==> src/rtl/aux_cls_pkg.sv <==
package aux_cls_pkg;

  localparam int unsigned STAT_W = 7;

  typedef struct packed {
    logic phy;
    logic i2c_defer;
    logic i2c_nack;
    logic nack_defer;
    logic tout;
    logic waddr;
    logic done;
  } stat_t;

  typedef enum logic [2:0] {
    RES_NONE       = 3'd0,
    RES_ADDR       = 3'd1,
    RES_TOUT       = 3'd2,
    RES_NACK       = 3'd3,
    RES_DEFER      = 3'd4,
    RES_NACK_DEFER = 3'd5,
    RES_PHY        = 3'd6
  } res_e;

  typedef enum logic [1:0] {
    RPL_ACK     = 2'd0,
    RPL_NACK    = 2'd1,
    RPL_DEFER   = 2'd2,
    RPL_TIMEOUT = 2'd3
  } rpl_e;

  // Shared front of both chains: wrong address beats timeout.
  function automatic res_e base_error(stat_t s);
    res_e r;
    r = RES_NONE;
    if (s.waddr)     r = RES_ADDR;
    else if (s.tout) r = RES_TOUT;
    return r;
  endfunction

  function automatic res_e classify_native(stat_t s);
    res_e r;
    r = s.done ? RES_NONE : base_error(s);
    if (s.nack_defer) r = RES_NACK;
    if (s.phy)        r = RES_PHY;
    return r;
  endfunction

  function automatic res_e classify_i2c(stat_t s);
    res_e r;
    if (s.done) begin
      r = (s.i2c_nack || s.i2c_defer) ? RES_NACK : RES_NONE;
    end else begin
      r = base_error(s);
      if (s.nack_defer) r = RES_NACK_DEFER;
      if (s.i2c_nack)   r = RES_NACK;
      if (s.i2c_defer)  r = RES_DEFER;
      if (s.phy)        r = RES_PHY;
    end
    return r;
  endfunction

  function automatic rpl_e reply_of(res_e r);
    rpl_e p;
    unique case (r)
      RES_NONE:  p = RPL_ACK;
      RES_DEFER: p = RPL_DEFER;
      RES_TOUT:  p = RPL_TIMEOUT;
      default:   p = RPL_NACK;
    endcase
    return p;
  endfunction

endpackage

==> src/rtl/aux_cls_decode.sv <==
module aux_cls_decode
  import aux_cls_pkg::*;
(
  input  logic [STAT_W-1:0] stat_raw,
  input  logic              is_native,
  output res_e              code,
  output rpl_e              reply,
  output logic              clr_req
);

  stat_t s;
  res_e  native_code;
  res_e  i2c_code;

  assign s = stat_t'(stat_raw);

  always_comb begin
    native_code = classify_native(s);
    i2c_code    = classify_i2c(s);
  end

  always_comb begin
    code    = is_native ? native_code : i2c_code;
    reply   = reply_of(code);
    clr_req = (code == RES_PHY);
  end

endmodule

==> src/rtl/aux_cls_watchdog.sv <==
module aux_cls_watchdog #(
  parameter int unsigned LIMIT = 62_500_000,
  localparam int unsigned CW   = $clog2(LIMIT + 1)
) (
  input  logic clk,
  input  logic rst_n,
  input  logic arm,
  input  logic active,
  output logic hit
);

  logic [CW-1:0] age;

  assign hit = active && (age == CW'(LIMIT - 1));

  always_ff @(posedge clk) begin
    if (!rst_n)              age <= '0;
    else if (arm)            age <= '0;
    else if (active && !hit) age <= age + CW'(1);
  end

endmodule

==> src/rtl/aux_cls_retry.sv <==
module aux_cls_retry #(
  parameter int unsigned LIMIT = 5,
  localparam int unsigned CW   = $clog2(LIMIT + 1)
) (
  input  logic clk,
  input  logic rst_n,
  input  logic fail,
  input  logic clear,
  output logic hit
);

  logic [CW-1:0] tally;

  assign hit = fail && (tally == CW'(LIMIT - 1));

  always_ff @(posedge clk) begin
    if (!rst_n)     tally <= '0;
    else if (clear) tally <= '0;
    else if (fail)  tally <= hit ? '0 : tally + CW'(1);
  end

endmodule

==> src/rtl/aux_status_classifier.sv <==
module aux_status_classifier
  import aux_cls_pkg::*;
#(
  parameter int unsigned TIMEOUT_CYCLES = 62_500_000,
  parameter int unsigned RETRY_LIMIT    = 5
) (
  input  logic              clk,
  input  logic              rst_n,
  input  logic              txn_start,
  input  logic              txn_native,
  input  logic              irq_valid,
  input  logic [STAT_W-1:0] irq_status,
  input  logic              link_connected,
  output logic              busy,
  output logic              result_valid,
  output logic [2:0]        result_code,
  output logic [1:0]        reply_class,
  output logic              expired,
  output logic              status_clear,
  output logic              reconfig,
  output logic              aux_reset
);

  logic busy_q, native_q;
  res_e code_q;
  rpl_e reply_q;
  logic valid_q, exp_q, clr_q, rcf_q, rst_q;

  // Named internal events, visible to the checker and waveforms.
  logic start_acc, status_evt, wd_hit, wd_expire, finish, retry_hit;
  res_e dec_code;
  rpl_e dec_reply;
  logic dec_clr;

  assign start_acc  = txn_start && !busy_q;
  assign status_evt = busy_q && irq_valid;
  assign wd_expire  = wd_hit && !status_evt;
  assign finish     = status_evt || wd_expire;

  aux_cls_decode u_dec (
    .stat_raw  (irq_status),
    .is_native (native_q),
    .code      (dec_code),
    .reply     (dec_reply),
    .clr_req   (dec_clr)
  );

  aux_cls_watchdog #(.LIMIT(TIMEOUT_CYCLES)) u_wd (
    .clk    (clk),
    .rst_n  (rst_n),
    .arm    (start_acc),
    .active (busy_q),
    .hit    (wd_hit)
  );

  aux_cls_retry #(.LIMIT(RETRY_LIMIT)) u_retry (
    .clk   (clk),
    .rst_n (rst_n),
    .fail  (wd_expire && native_q),
    .clear (status_evt),
    .hit   (retry_hit)
  );

  always_ff @(posedge clk) begin
    if (!rst_n) begin
      busy_q   <= 1'b0;
      native_q <= 1'b0;
      code_q   <= RES_NONE;
      reply_q  <= RPL_ACK;
      valid_q  <= 1'b0;
      exp_q    <= 1'b0;
      clr_q    <= 1'b0;
      rcf_q    <= 1'b0;
      rst_q    <= 1'b0;
    end else begin
      valid_q <= finish;
      clr_q   <= status_evt && dec_clr;
      rcf_q   <= wd_expire && native_q && retry_hit;
      rst_q   <= wd_expire && link_connected;
      if (start_acc) begin
        busy_q   <= 1'b1;
        native_q <= txn_native;
        code_q   <= RES_NONE;
        reply_q  <= RPL_ACK;
        exp_q    <= 1'b0;
      end else if (finish) begin
        busy_q  <= 1'b0;
        code_q  <= status_evt ? dec_code  : RES_TOUT;
        reply_q <= status_evt ? dec_reply : RPL_TIMEOUT;
        exp_q   <= wd_expire;
      end
    end
  end

  assign busy         = busy_q;
  assign result_valid = valid_q;
  assign result_code  = code_q;
  assign reply_class  = reply_q;
  assign expired      = exp_q;
  assign status_clear = clr_q;
  assign reconfig     = rcf_q;
  assign aux_reset    = rst_q;

endmodule

==> config.mk <==
export PLATFORM = sky130hd
export DESIGN_NAME = aux_status_classifier
export DESIGN_NICKNAME = d
export VERILOG_FILES = /design/src/rtl/aux_cls_pkg.sv /design/src/rtl/aux_cls_decode.sv /design/src/rtl/aux_cls_watchdog.sv /design/src/rtl/aux_cls_retry.sv /design/src/rtl/aux_status_classifier.sv
export SDC_FILE = /design/constraint.sdc
export NUM_CORES = 1
export LEC_CHECK = 0
export BUFFER_PORTS_ARGS = -buffer_cell sky130_fd_sc_hd__buf_2
export CAP_MARGIN = 20
export CORE_MARGIN = 2
export CORE_UTILIZATION = 62
export CTS_CLUSTER_DIAMETER = 50
export DETAILED_ROUTE_END_ITERATION = 7
export GPL_TIMING_DRIVEN = 1
export PLACE_DENSITY = 0.84
export SYNTH_ARGS = -nofsm -noshare
export SYNTH_HDL_FRONTEND = slang
export SYNTH_SLANG_ARGS = --single-unit
==> constraint.sdc <==
create_clock -name clk -period 3.45 [get_ports clk]
set_input_delay 0 -clock clk [delete_from_list [all_inputs] [get_ports clk]]
set_output_delay 0 -clock clk [all_outputs]
set_load 0.005 [all_outputs]
==> summary.txt, run 1 <==
Floorplan
  • Die W: 62.83 µm
  • Site Rows: 21
  • Die Ht: 62.83 µm
  • Placeable Area: 0.003337 mm²
  • Ports: 24
  • Initial Utilization: 64.30%
  • Die ar.: roughly 0.004 mm²

Final layout
  • Non-filler instance count after layout: about 330
  • Total inserted antenna cells: 0
  • Design Area, Final: approximately 0.0025 mm²
  • Fin nets: 297
  • FILL cells: 270
  • Share of post-route cells with drive strength above 1: between 10% and 20%
  • Area delta synth->final: 14.46%

STA
  • Crit share post-route: roughly 67%
  • Clk_skew: 0.01826 ns
  • Rel. slew slack: 38.28%
  • FMAX: 0.4327 GHz
  • RSZ-0062 raised after global routing: false
  • Final Hold Vio Count: 0
  • Fin. max-slew vios: 0
  • Final Critical Period: around 2.3 ns
  • Slew @ Worst Pin: 0.9235 ns
  • Final setup fails: 0
  • Setup TNS: 0 ns

Logic synthesis
  • Dominant cell by count in the synthesized netlist: dfxtp_1
  • Synth Area in Compound Gates: 12.13%
  • Multiplexer share of the synthesized area: 1.866%
  • Register area share after synthesis: 38.25%
  • Synth top area share: 38.25%
  • Post-Synth Adder-Cell Area: about 1.7%
  • Yosys top cell by area: dfxtp_1
  • Simple-gate share of the synthesized area: 35.86%
  • Ys flop type: dfxtp_1
  • Top post-synthesis cells by area: dfxtp_1 38%, nor2_1 6.6%, xor2_1 4.1%
  • Mean Syn Cell Area: 8.583 µm²
  • Yosys Warn Count: 0
  • Largest family of logic cells by synthesized area: simple AND/OR/NAND/NOR gates
  • Net Count, Synth: 266
  • Synth Area in XOR/XNOR: 7.755%
  • Asr flop ratio synth: 0%
  • Number of synthesized flops with an enable pin: 0
  • Cell variety after synth: 46
  • Cell area after synthesis: 0.002146 mm²
  • Syn Inst Count: 250
  • Commonest cells in the netlist: 41 x dfxtp_1, 38 x nor2_1, 19 x nand2_1
  • Post-synthesis register bit count: between 40 and 50

Power and ir drop
  • Combinational power share: 8.0%
  • Int Power: between 0.6 and 0.7 mW
  • Switching Share: 24.01%
  • VDD IR max: slightly below 0.2 mV
  • Pwr dens: around 360 mW/mm²
  • Psw: 0.2148 mW
  • Clock share of power: 38.0%
  • Sequential share of power: 54.0%
  • Pleak: 0.8698 nW

Placement
  • Port bufs: 23
  • Cells after DPL: between 300 and 400
  • RePlAce Congestion: around 0.88
  • Post-detail-place hpwl: 3.442 mm
  • Dpl cell area: 0.002297 mm²

Run
  • Max Cap Violations: 0

Critical path
  • Worst Setup SP: u_wd.age[14]$_SDFFE_PP0P_
  • Worst Setup End Kind: register
  • Crit-path cells: nor4_1 -> nand4_1 -> or4_1 -> nor3_1 -> dlygate4sd3_1
  • Worst Setup Start Kind: register
  • Crit. path cell count: 5
  • Max incr delay on CP: 0.59 ns
  • R2R setup slack: 1.14 ns
  • Critical Path RT: 3.78 ns
  • CP endpoint: reconfig$_SDFF_PN0_
  • CP arrival: about 2.6 ns
  • Bufs and invs on worst path: 1
  • CP delay by family, top: simple AND/OR/NAND/NOR gates
  • Crit-path max FO: 4
  • Setup CP Type: reg2reg
  • Reg-to-reg startpoint: u_wd.age[14]$_SDFFE_PP0P_
  • R2R depth: 5
  • Critical R2R Capture: reconfig$_SDFF_PN0_
  • Crit-path slowest cell: or4_1

GRT
  • GRT Total Usage: 27.20%
  • Initial antenna violation count: 0
  • First-pass GRT wire length: between 8 and 9 mm
  • Grt ovf: 0
  • Largest net degree at the start of global routing: 29
  • Vias in the first global route: 1812

CTS
  • Clock Latency Late Sink: 0.38 ns
  • CTS Buf Count: 5
  • Setup Fix Bufs, Post-CTS: 0
  • Clock root buffer: clkbuf_4
  • CTS tree: yes
  • Clock transition at the registers of the reported paths: 0.13 ns
  • H-Tree Depth: 2
  • CTS Buffer Depth: 2
  • # clock sinks: approximately 40

Detailed routing
  • Vias per cell: just over 6
  • DR DRC count: 0
  • Detail Route Antenna Nets: 0
  • DR vias: 1987
  • Starting DRT DRC Count: 178
  • Pre-Repair DR Iteration Count: 4
  • Routed length per instance: 15.15 µm
  • Final WL: 4.968 mm

Min path
  • Worst min path class: in2reg
  • Hold Path Cell Cnt: 3

Run status
  • Status: complete, no violations
-- worst reg2reg max path: cells and delay by family, from the launching register on --
kind / cells / cell delay, ns
buf+inv: 1 / 0.57
flops: 1 / 0.38
simple gates: 4 / 1.34
-- power groups by stage --
stage	combinational, mW	clock, mW	sequential [mW]
floorplan	0.0423	0	0.494
global route	0.0793	0.361	0.484
CTS	0.0712	0.339	0.483
global placement	0.0637	0	0.493
finish	0.0716	0.340	0.483
detailed placement	0.0661	0	0.494
-- what timing repair did --
item / 4_1_cts / 5_1_grt
hold endpoints to repair: 7 / 0
hold buffers: 7 / 0
gates resized for setup: 0 / 0
-- metal layers --
| layer | vias up | wire length (µm) | track usage (%) |
|---|---|---|---|
| li1 | 970 | - | - |
| met2 | 67 | 2425 | 45.83 |
| met1 | 938 | 2175 | 34.05 |
| met5 | - | 0 | 0 |
| met3 | 12 | 268 | 6.306 |
| met4 | 0 | 98 | 9.444 |
-- stage by stage --
stage	hold slack, ns	power (mW)	setup WS, ns	util (%)
2_1_floorplan	0.1427	0.5358	1.686	-
3_3_place_gp	0.2599	0.5571	1.418	68.84
3_5_place_dp	0.2632	0.5598	1.376	68.84
4_1_cts	0.06662	0.8935	1.194	73.60
5_1_grt	0.08136	0.9242	0.9401	73.60
6_report	0.05993	0.8947	1.139	73.60
-- state kept, by name (all words and copies together), names as in the netlist --
name	count
expired	1
result_code	3
result_valid	1
status_clear	1
u_wd.age	26
u_retry.tally	3
busy	1
reconfig	1
reply_class	2
aux_reset	1
native_q	1
-- worst min path at each step --
stage	slack, ns	end	startpoint
detailed placement	0.26	aux_reset$_SDFF_PN0_	link_connected
global placement	0.26	native_q$_SDFFE_PN0P_	txn_native
CTS	0.07	expired$_SDFFE_PP0P_	irq_valid
floorplan	0.14	aux_reset$_SDFF_PN0_	link_connected
global route	0.08	expired$_SDFFE_PP0P_	irq_valid
finish	0.06	status_clear$_SDFF_PN0_	irq_status[2]
-- kinds of logic after synthesis --
logic type	after synthesis
simple gates	134
xor+xnor	19
fa+ha+maj	3
compound gates	36
flops	41
mux	4
buf+inv	13
-- cell type report --
class	instances	area (µm²)	area share [%]
clock buffers	6	51.30	2.089
flip-flops and latches	41	820.8	33.42
clock inverters	2	37.54	1.528
repair buffers	31	192.7	7.845
inverters	6	22.52	0.9170
multi-input cells	196	1274	51.86
well taps	46	57.56	2.343
-- layout by cell type (no fill, tap or decap), types with 2 or more instances in the layout --
master,instances
inv_1,6
nand4b_1,2
nand4_4,2
dfxtp_1,41
nand3_1,12
nor2b_1,4
mux2i_1,4
and2_1,5
nand2b_1,3
nor2_1,38
or3_1,6
xnor2_1,9
a21oi_1,9
clkbuf_4,5
or4_1,5
nand2_1,19
buf_2,23
ha_1,3
nor4_1,8
and4_1,3
o21ai_0,11
xor2_1,10
dlygate4sd3_1,7
nand4_1,8
and4bb_2,2
o211ai_1,3
a211oi_1,3
nor3_1,8
Power figures use the tool's default switching activity.
==> run 2, diff against run 1 <==
--- a/config.mk
+++ b/config.mk
@@ -8,11 +8,11 @@
 export BUFFER_PORTS_ARGS = -buffer_cell sky130_fd_sc_hd__buf_2
 export CAP_MARGIN = 20
 export CORE_MARGIN = 2
-export CORE_UTILIZATION = 62
+export CORE_UTILIZATION = 52
 export CTS_CLUSTER_DIAMETER = 50
 export DETAILED_ROUTE_END_ITERATION = 7
 export GPL_TIMING_DRIVEN = 1
-export PLACE_DENSITY = 0.84
+export PLACE_DENSITY = 0.75
 export SYNTH_ARGS = -nofsm -noshare
 export SYNTH_HDL_FRONTEND = slang
 export SYNTH_SLANG_ARGS = --single-unit
==> constraint.sdc (replaced) <==
create_clock -name clk -period 2 [get_ports clk]
set_input_delay 0 -clock clk [delete_from_list [all_inputs] [get_ports clk]]
set_output_delay 0 -clock clk [all_outputs]
set_load 0.005 [all_outputs]
==> run 2 against run 1 <==
Compared with the run above:
- sequential share of layout area is 0.81 points lower
- highest routed layer unchanged
- largest cell class unchanged
- register-to-register slack worse by 0.98 ns
- setup slack worse by 0.98 ns
- global-route usage is 4.7 points lower
- critical path type unchanged
==> summary.txt, run 2 (synthesis results as in run 1) <==
Critical path
  • Crit-path cells: ha_1 -> and4bb_2 -> nand4_4 -> o41ai_4 -> nor2_1 -> a211oi_1
  • Max incr delay on CP: approximately 0.4 ns
  • Crit-path slowest cell: dfxtp_1
  • Worst Setup End Kind: register
  • CP arrival: 2.06 ns
  • Worst Setup Start Kind: register
  • Critical Path RT: 2.21 ns
  • Setup CP Type: reg2reg
  • CP delay by family, top: compound AO/OA/AOI/OAI gates
  • Crit-path max FO: 10
  • Bufs and invs on worst path: 0

CTS
  • Clock root buffer: clkbuf_8
  • Clock transition at the registers of the reported paths: 0.08 ns
  • Setup Fix Bufs, Post-CTS: 0
  • CTS tree: yes
  • # clock sinks: 41
  • Clock Latency Late Sink: 0.29 ns
  • CTS Buffer Depth: 2
  • H-Tree Depth: 2
  • CTS Buf Count: 5

GRT
  • Grt ovf: 0
  • Initial antenna violation count: 0
  • GRT Total Usage: 22.45%
  • First-pass GRT wire length: 7.797 mm
  • Vias in the first global route: 1792
  • Largest net degree at the start of global routing: 12

Final layout
  • Max reg flops: 26
  • Most frequent cells in the layout: 41 x dfxtp_1, 37 x nor2_1, 23 x buf_2
  • Commonest non-fill, non-tap cell in the layout: dfxtp_1
  • Non-filler instance count after layout: approximately 340
  • Fin nets: between 300 and 400
  • Share of post-route cells with drive strength above 1: 19.72%
  • Largest Register: u_wd.age
  • Area delta synth->final: 17.32%
  • Total inserted antenna cells: 0
  • Design Area, Final: around 0.0025 mm²

Run status
  • Status: complete, no violations

Power and ir drop
  • Pleak: 0.9111 nW
  • Final Total Pwr: between 1 and 1.5 mW
  • VDD IR max: 0.3895 mV
  • Pwr dens: 594.0 mW/mm²

Floorplan
  • Placeable Area: between 0.004 and 0.005 mm²
  • Site Rows: 23
  • Die W: 68.24 µm
  • Die Ht: 68.24 µm
  • Die ar.: 0.004657 mm²
  • Initial Utilization: 53.64%
  • Ports: 24

STA
  • Slew @ Worst Pin: 0.4789 ns
  • Crit share post-route: 92.21%
  • RSZ-0062 raised after global routing: false
  • Fin. max-slew vios: 0
  • Final Hold Vio Count: 0
  • FMAX: 0.5422 GHz
  • Clk_skew: 0.007761 ns
  • Final Critical Period: approximately 1.8 ns
  • Rel. slew slack: between 60% and 70%
  • Setup TNS: 0 ns
  • Final setup fails: 0

Placement
  • Dpl cell area: 0.002392 mm²
  • RePlAce Congestion: 0.8578
  • Cells after DPL: 329
  • Post-detail-place hpwl: between 3 and 4 mm
  • Port bufs: 23

Detailed routing
  • Pre-Repair DR Iteration Count: 4
  • DR DRC count: 0
  • Detail Route Antenna Nets: 0
  • Starting DRT DRC Count: 132
  • Routed length per instance: 14.38 µm
  • Vias per cell: roughly 5.8
  • Final WL: 4.875 mm
  • DR vias: between 1500 and 2000

Min path
  • Worst min path class: in2reg

Run
  • Max Cap Violations: 0
## run 2: changes by cell type in the layout (fill, tap and decap cells not counted), sizes merged
cell	delta
bufinv	-1
clkbuf	+1
clkinvlp	-1
dlygate4sd3	-4
buf	+12
## run 2: what timing repair did
action | 4_1_cts | 5_1_grt
gates resized for setup | 0 | 2
setup endpoints to repair | 0 | 5
endpoints found under the hold margin | 2 | 0
hold buffers | 3 | 0
## run 2: report_power, final
part / leakage (nW) / internal [mW] / switching, mW / total (mW)
sequential: 0.331 / 0.825 / 0.0118 / 0.837
combinational: 0.536 / 0.0530 / 0.0706 / 0.124
clock: 0.0443 / 0.274 / 0.261 / 0.535
total: 0.911 / 1.15 / 0.343 / 1.50
## run 2: worst paths after layout
path	from	endpoint	depth (start not counted)	slack (ns)
worst max register to register	u_wd.age[0]$_SDFFE_PP0P_	result_code[1]$_SDFFE_PP0P_	6	0.16
worst min-delay path	rst_n	result_valid$_SDFF_PN0_	2	0.02
worst max-delay path	u_wd.age[0]$_SDFFE_PP0P_	result_code[1]$_SDFFE_PP0P_	6	0.16
worst min register to register	result_code[0]$_SDFFE_PP0P_	result_code[0]$_SDFFE_PP0P_	2	0.47
## run 2: area by class of cell
class / instances / area (µm²)
Fill cell: 358 / 1483
Multi-Input combinational cell: 196 / 1282
Sequential cell: 41 / 820.8
Timing Repair Buffer: 39 / 242.7
Clock buffer: 7 / 86.33
Tap cell: 50 / 62.56
Inverter: 6 / 22.52
## run 2: through the flow
step	util [%]	setup slack, ns	hold WS, ns
after floorplan	-	0.2357	0.1427
after global placement	59.81	0.1429	0.2537
after detailed placement	59.81	0.08577	0.2529
after CTS	62.71	0.06370	0.008320
after global routing	62.93	0.009917	0.02067
final	62.93	0.1558	0.01748
## run 2: worst reg2reg max path, stage by stage (launching register included)
cell      delay (ns)
dfxtp_1         0.40
ha_1            0.19
and4bb_2        0.26
nand4_4         0.22
o41ai_4         0.40
nor2_1          0.08
a211oi_1        0.21
## run 2: per-layer routing
| metal | vias up | share of wire [%] | wire (µm) | global-route usage (%) |
|---|---|---|---|---|
| met5 | - | 0 | 0 | 0 |
| met4 | 0 | 1.0 | 49 | 8.750 |
| met3 | 4 | 4.8 | 234 | 6.250 |
| met2 | 50 | 47 | 2305 | 36.04 |
| met1 | 912 | 47 | 2285 | 28.39 |
| li1 | 988 | - | - | - |
==> run 3, diff against run 2 <==
--- a/config.mk
+++ b/config.mk
@@ -8,11 +8,11 @@
 export BUFFER_PORTS_ARGS = -buffer_cell sky130_fd_sc_hd__buf_2
 export CAP_MARGIN = 20
 export CORE_MARGIN = 2
-export CORE_UTILIZATION = 52
+export CORE_UTILIZATION = 58
 export CTS_CLUSTER_DIAMETER = 50
 export DETAILED_ROUTE_END_ITERATION = 7
 export GPL_TIMING_DRIVEN = 1
-export PLACE_DENSITY = 0.75
+export PLACE_DENSITY = 0.79
 export SYNTH_ARGS = -nofsm -noshare
 export SYNTH_HDL_FRONTEND = slang
 export SYNTH_SLANG_ARGS = --single-unit
==> constraint.sdc (replaced) <==
create_clock -name clk -period 1.75 [get_ports clk]
set_input_delay 0 -clock clk [delete_from_list [all_inputs] [get_ports clk]]
set_output_delay 0 -clock clk [all_outputs]
set_load 0.005 [all_outputs]
==> run 3 against run 2 <==
Compared with the run above:
- die area is 9.8% lower
- sequential share of layout area is 3.8 points lower
- utilization is 17 points higher
- via count is 11% higher
- global-route usage is 7.6 points higher
- the run now ends with design-rule violations, negative setup slack left
- clock-buffer cell count is 2 lower
- critical path depth is 1 lower
- design area is 14% higher
- cell count is 6.5% higher
- highest routed layer unchanged
- sequential power is 14% higher
- wire length is 25% higher
- register-to-register slack worse by 0.17 ns
==> summary.txt, run 3 (synthesis results as in run 1) <==
Placement
  • Port bufs: 23
  • Cells after DPL: roughly 340
  • Post-detail-place hpwl: 4.026 mm
  • RePlAce Congestion: approximately 0.9

STA
  • RSZ-0062 raised after global routing: true
  • Setup TNS: -0.02222 ns
  • Fin. max-slew vios: 0
  • Rel. slew slack: 64.14%
  • Clk_skew: 0.005866 ns
  • Final Hold Vio Count: 0
  • Crit share post-route: 101.0%
  • Worst hold slack: 0.004167 ns
  • Final Critical Period: around 1.8 ns
  • Final WS setup: -0.01743 ns
  • Final setup fails: 2
  • FMAX: 0.5658 GHz
  • Slew @ Worst Pin: 0.5363 ns

Detailed routing
  • DR DRC count: 1
  • Detail Route Antenna Nets: 0
  • Final WL: about 6.1 mm
  • DR vias: 2161
  • Starting DRT DRC Count: 136
  • Vias per cell: 5.986
  • Pre-Repair DR Iteration Count: 6
  • Routed length per instance: roughly 17 µm

GRT
  • Largest net degree at the start of global routing: 15
  • Vias in the first global route: just over 2000
  • Initial antenna violation count: 0
  • Grt ovf: 0
  • First-pass GRT wire length: 9.680 mm
  • GRT Total Usage: 30.10%

CTS
  • # clock sinks: between 40 and 50
  • CTS tree: yes
  • CTS Buffer Depth: 2
  • Clock root buffer: clkbuf_8
  • Clock Latency Late Sink: roughly 0.31 ns
  • H-Tree Depth: 2
  • Clock transition at the registers of the reported paths: about 0.08 ns
  • CTS Buf Count: 5

Run status
  • Status: finished with violations
  • Violated checks: design-rule violations, negative setup slack

Final layout
  • Non-filler instance count after layout: between 300 and 400
  • Largest Register: u_wd.age
  • Max reg flops: 26
  • Commonest non-fill, non-tap cell in the layout: nor2_1
  • Fin nets: 328
  • Share of post-route cells with drive strength above 1: 33.55%
  • Most frequent cells in the layout: 35 x nor2_1, 34 x dfxtp_1, 34 x buf_4
  • Area delta synth->final: 34.23%
  • Total inserted antenna cells: 0

Min path
  • Worst min path class: in2reg
  • Hold Path Cell Cnt: 3
  • Hold path endpoint: aux_reset$_SDFF_PN0_
  • Hold_sp: irq_valid

Critical path
  • Setup CP Type: reg2reg
  • Critical R2R Capture: u_wd.age[25]$_SDFFE_PP0P_
  • Crit-path max FO: 7
  • R2R depth: 5
  • Worst Setup Start Kind: register
  • CP arrival: about 2 ns
  • R2R setup slack: -0.02 ns
  • Worst Setup SP: u_wd.age[24]$_SDFFE_PP0P_
  • Worst Setup End Kind: register
  • Critical Path RT: between 1.5 and 2 ns
  • Reg-to-reg startpoint: u_wd.age[24]$_SDFFE_PP0P_

Floorplan
  • Die ar.: 0.004202 mm²
  • Die Ht: 64.83 µm
  • Die W: about 65 µm
  • Site Rows: 22
  • Ports: 24
  • Placeable Area: 0.003606 mm²
  • Initial Utilization: between 50% and 60%

Run
  • Max Cap Violations: 0

Power and ir drop
  • Pwr dens: between 700 and 800 mW/mm²
  • VDD IR max: 0.5076 mV
  • Pleak: 1.100 nW
run 3: cell type report:
class / instances / area, µm²
sequential: 41 / 829.5
multi-input combinational: 196 / 1411
fill: 244 / 725.7
inverter: 6 / 22.52
tap: 48 / 60.06
clock inverter: 3 / 65.06
timing repair buffer: 62 / 422.9
clock buffer: 5 / 68.82
run 3: worst max path at each step:
stage / to / slack (ns) / cells after the start
floorplan: u_wd.age[25]$_SDFFE_PP0P_ / 0.06 / 6
global placement: reply_class[0]$_SDFFE_PP0P_ / 0.007 / 6
detailed placement: reply_class[0]$_SDFFE_PP0P_ / -0.08 / 6
CTS: u_wd.age[25]$_SDFFE_PP0P_ / 0.005 / 5
global route: u_wd.age[17]$_SDFFE_PP0P_ / -0.09 / 6
finish: u_wd.age[25]$_SDFFE_PP0P_ / -0.02 / 5
run 3: critical path, stage by stage (launching register included):
cell and delay [ns]:
dfxtp_1 0.41, nand4_4 0.15, or3_4 0.50, o2111ai_2 0.29, o21ai_0 0.19, a21oi_1 0.15
run 3: metal layers:
| layer | global-route usage, % | vias up | share of wire (%) |
|---|---|---|---|
| met4 | 14.89 | 0 | 3.5 |
| met2 | 53.22 | 73 | 53 |
| met5 | 0 | - | 0 |
| met1 | 34.31 | 1033 | 39 |
| met3 | 5.903 | 24 | 5.0 |
| li1 | - | 1031 | - |
run 3: per-stage QoR:
stage | total power [mW] | utilization, % | setup WS (ns) | cell area (µm²)
floorplan | 1.056 | - | 0.06005 | 2146
global placement | 1.121 | 69.60 | 0.006935 | 2510
detailed placement | 1.125 | 69.60 | -0.07981 | 2510
CTS | 2.030 | 76.27 | 0.005088 | 2750
global route | 2.102 | 79.88 | -0.09211 | 2880
finish | 2.031 | 79.88 | -0.01743 | 2880
run 3: where the power goes:
group / total (mW) / internal, mW / switching [mW] / leakage (nW)
logic: 0.171 / 0.0738 / 0.0968 / 0.697
clock network: 0.910 / 0.567 / 0.343 / 0.0681
registers: 0.950 / 0.943 / 0.00730 / 0.335
total: 2.03 / 1.58 / 0.448 / 1.10
run 3: timing repair:
action / 4_1_cts / 5_1_grt
setup endpoints to repair: 13 / 28
gates resized for setup: 9 / 26
buffers inserted: 5 / 2
gates cloned: 0 / 0
pin swaps: 3 / 7
hold buffers: 3 / 0
endpoints found under the hold margin: 3 / 0
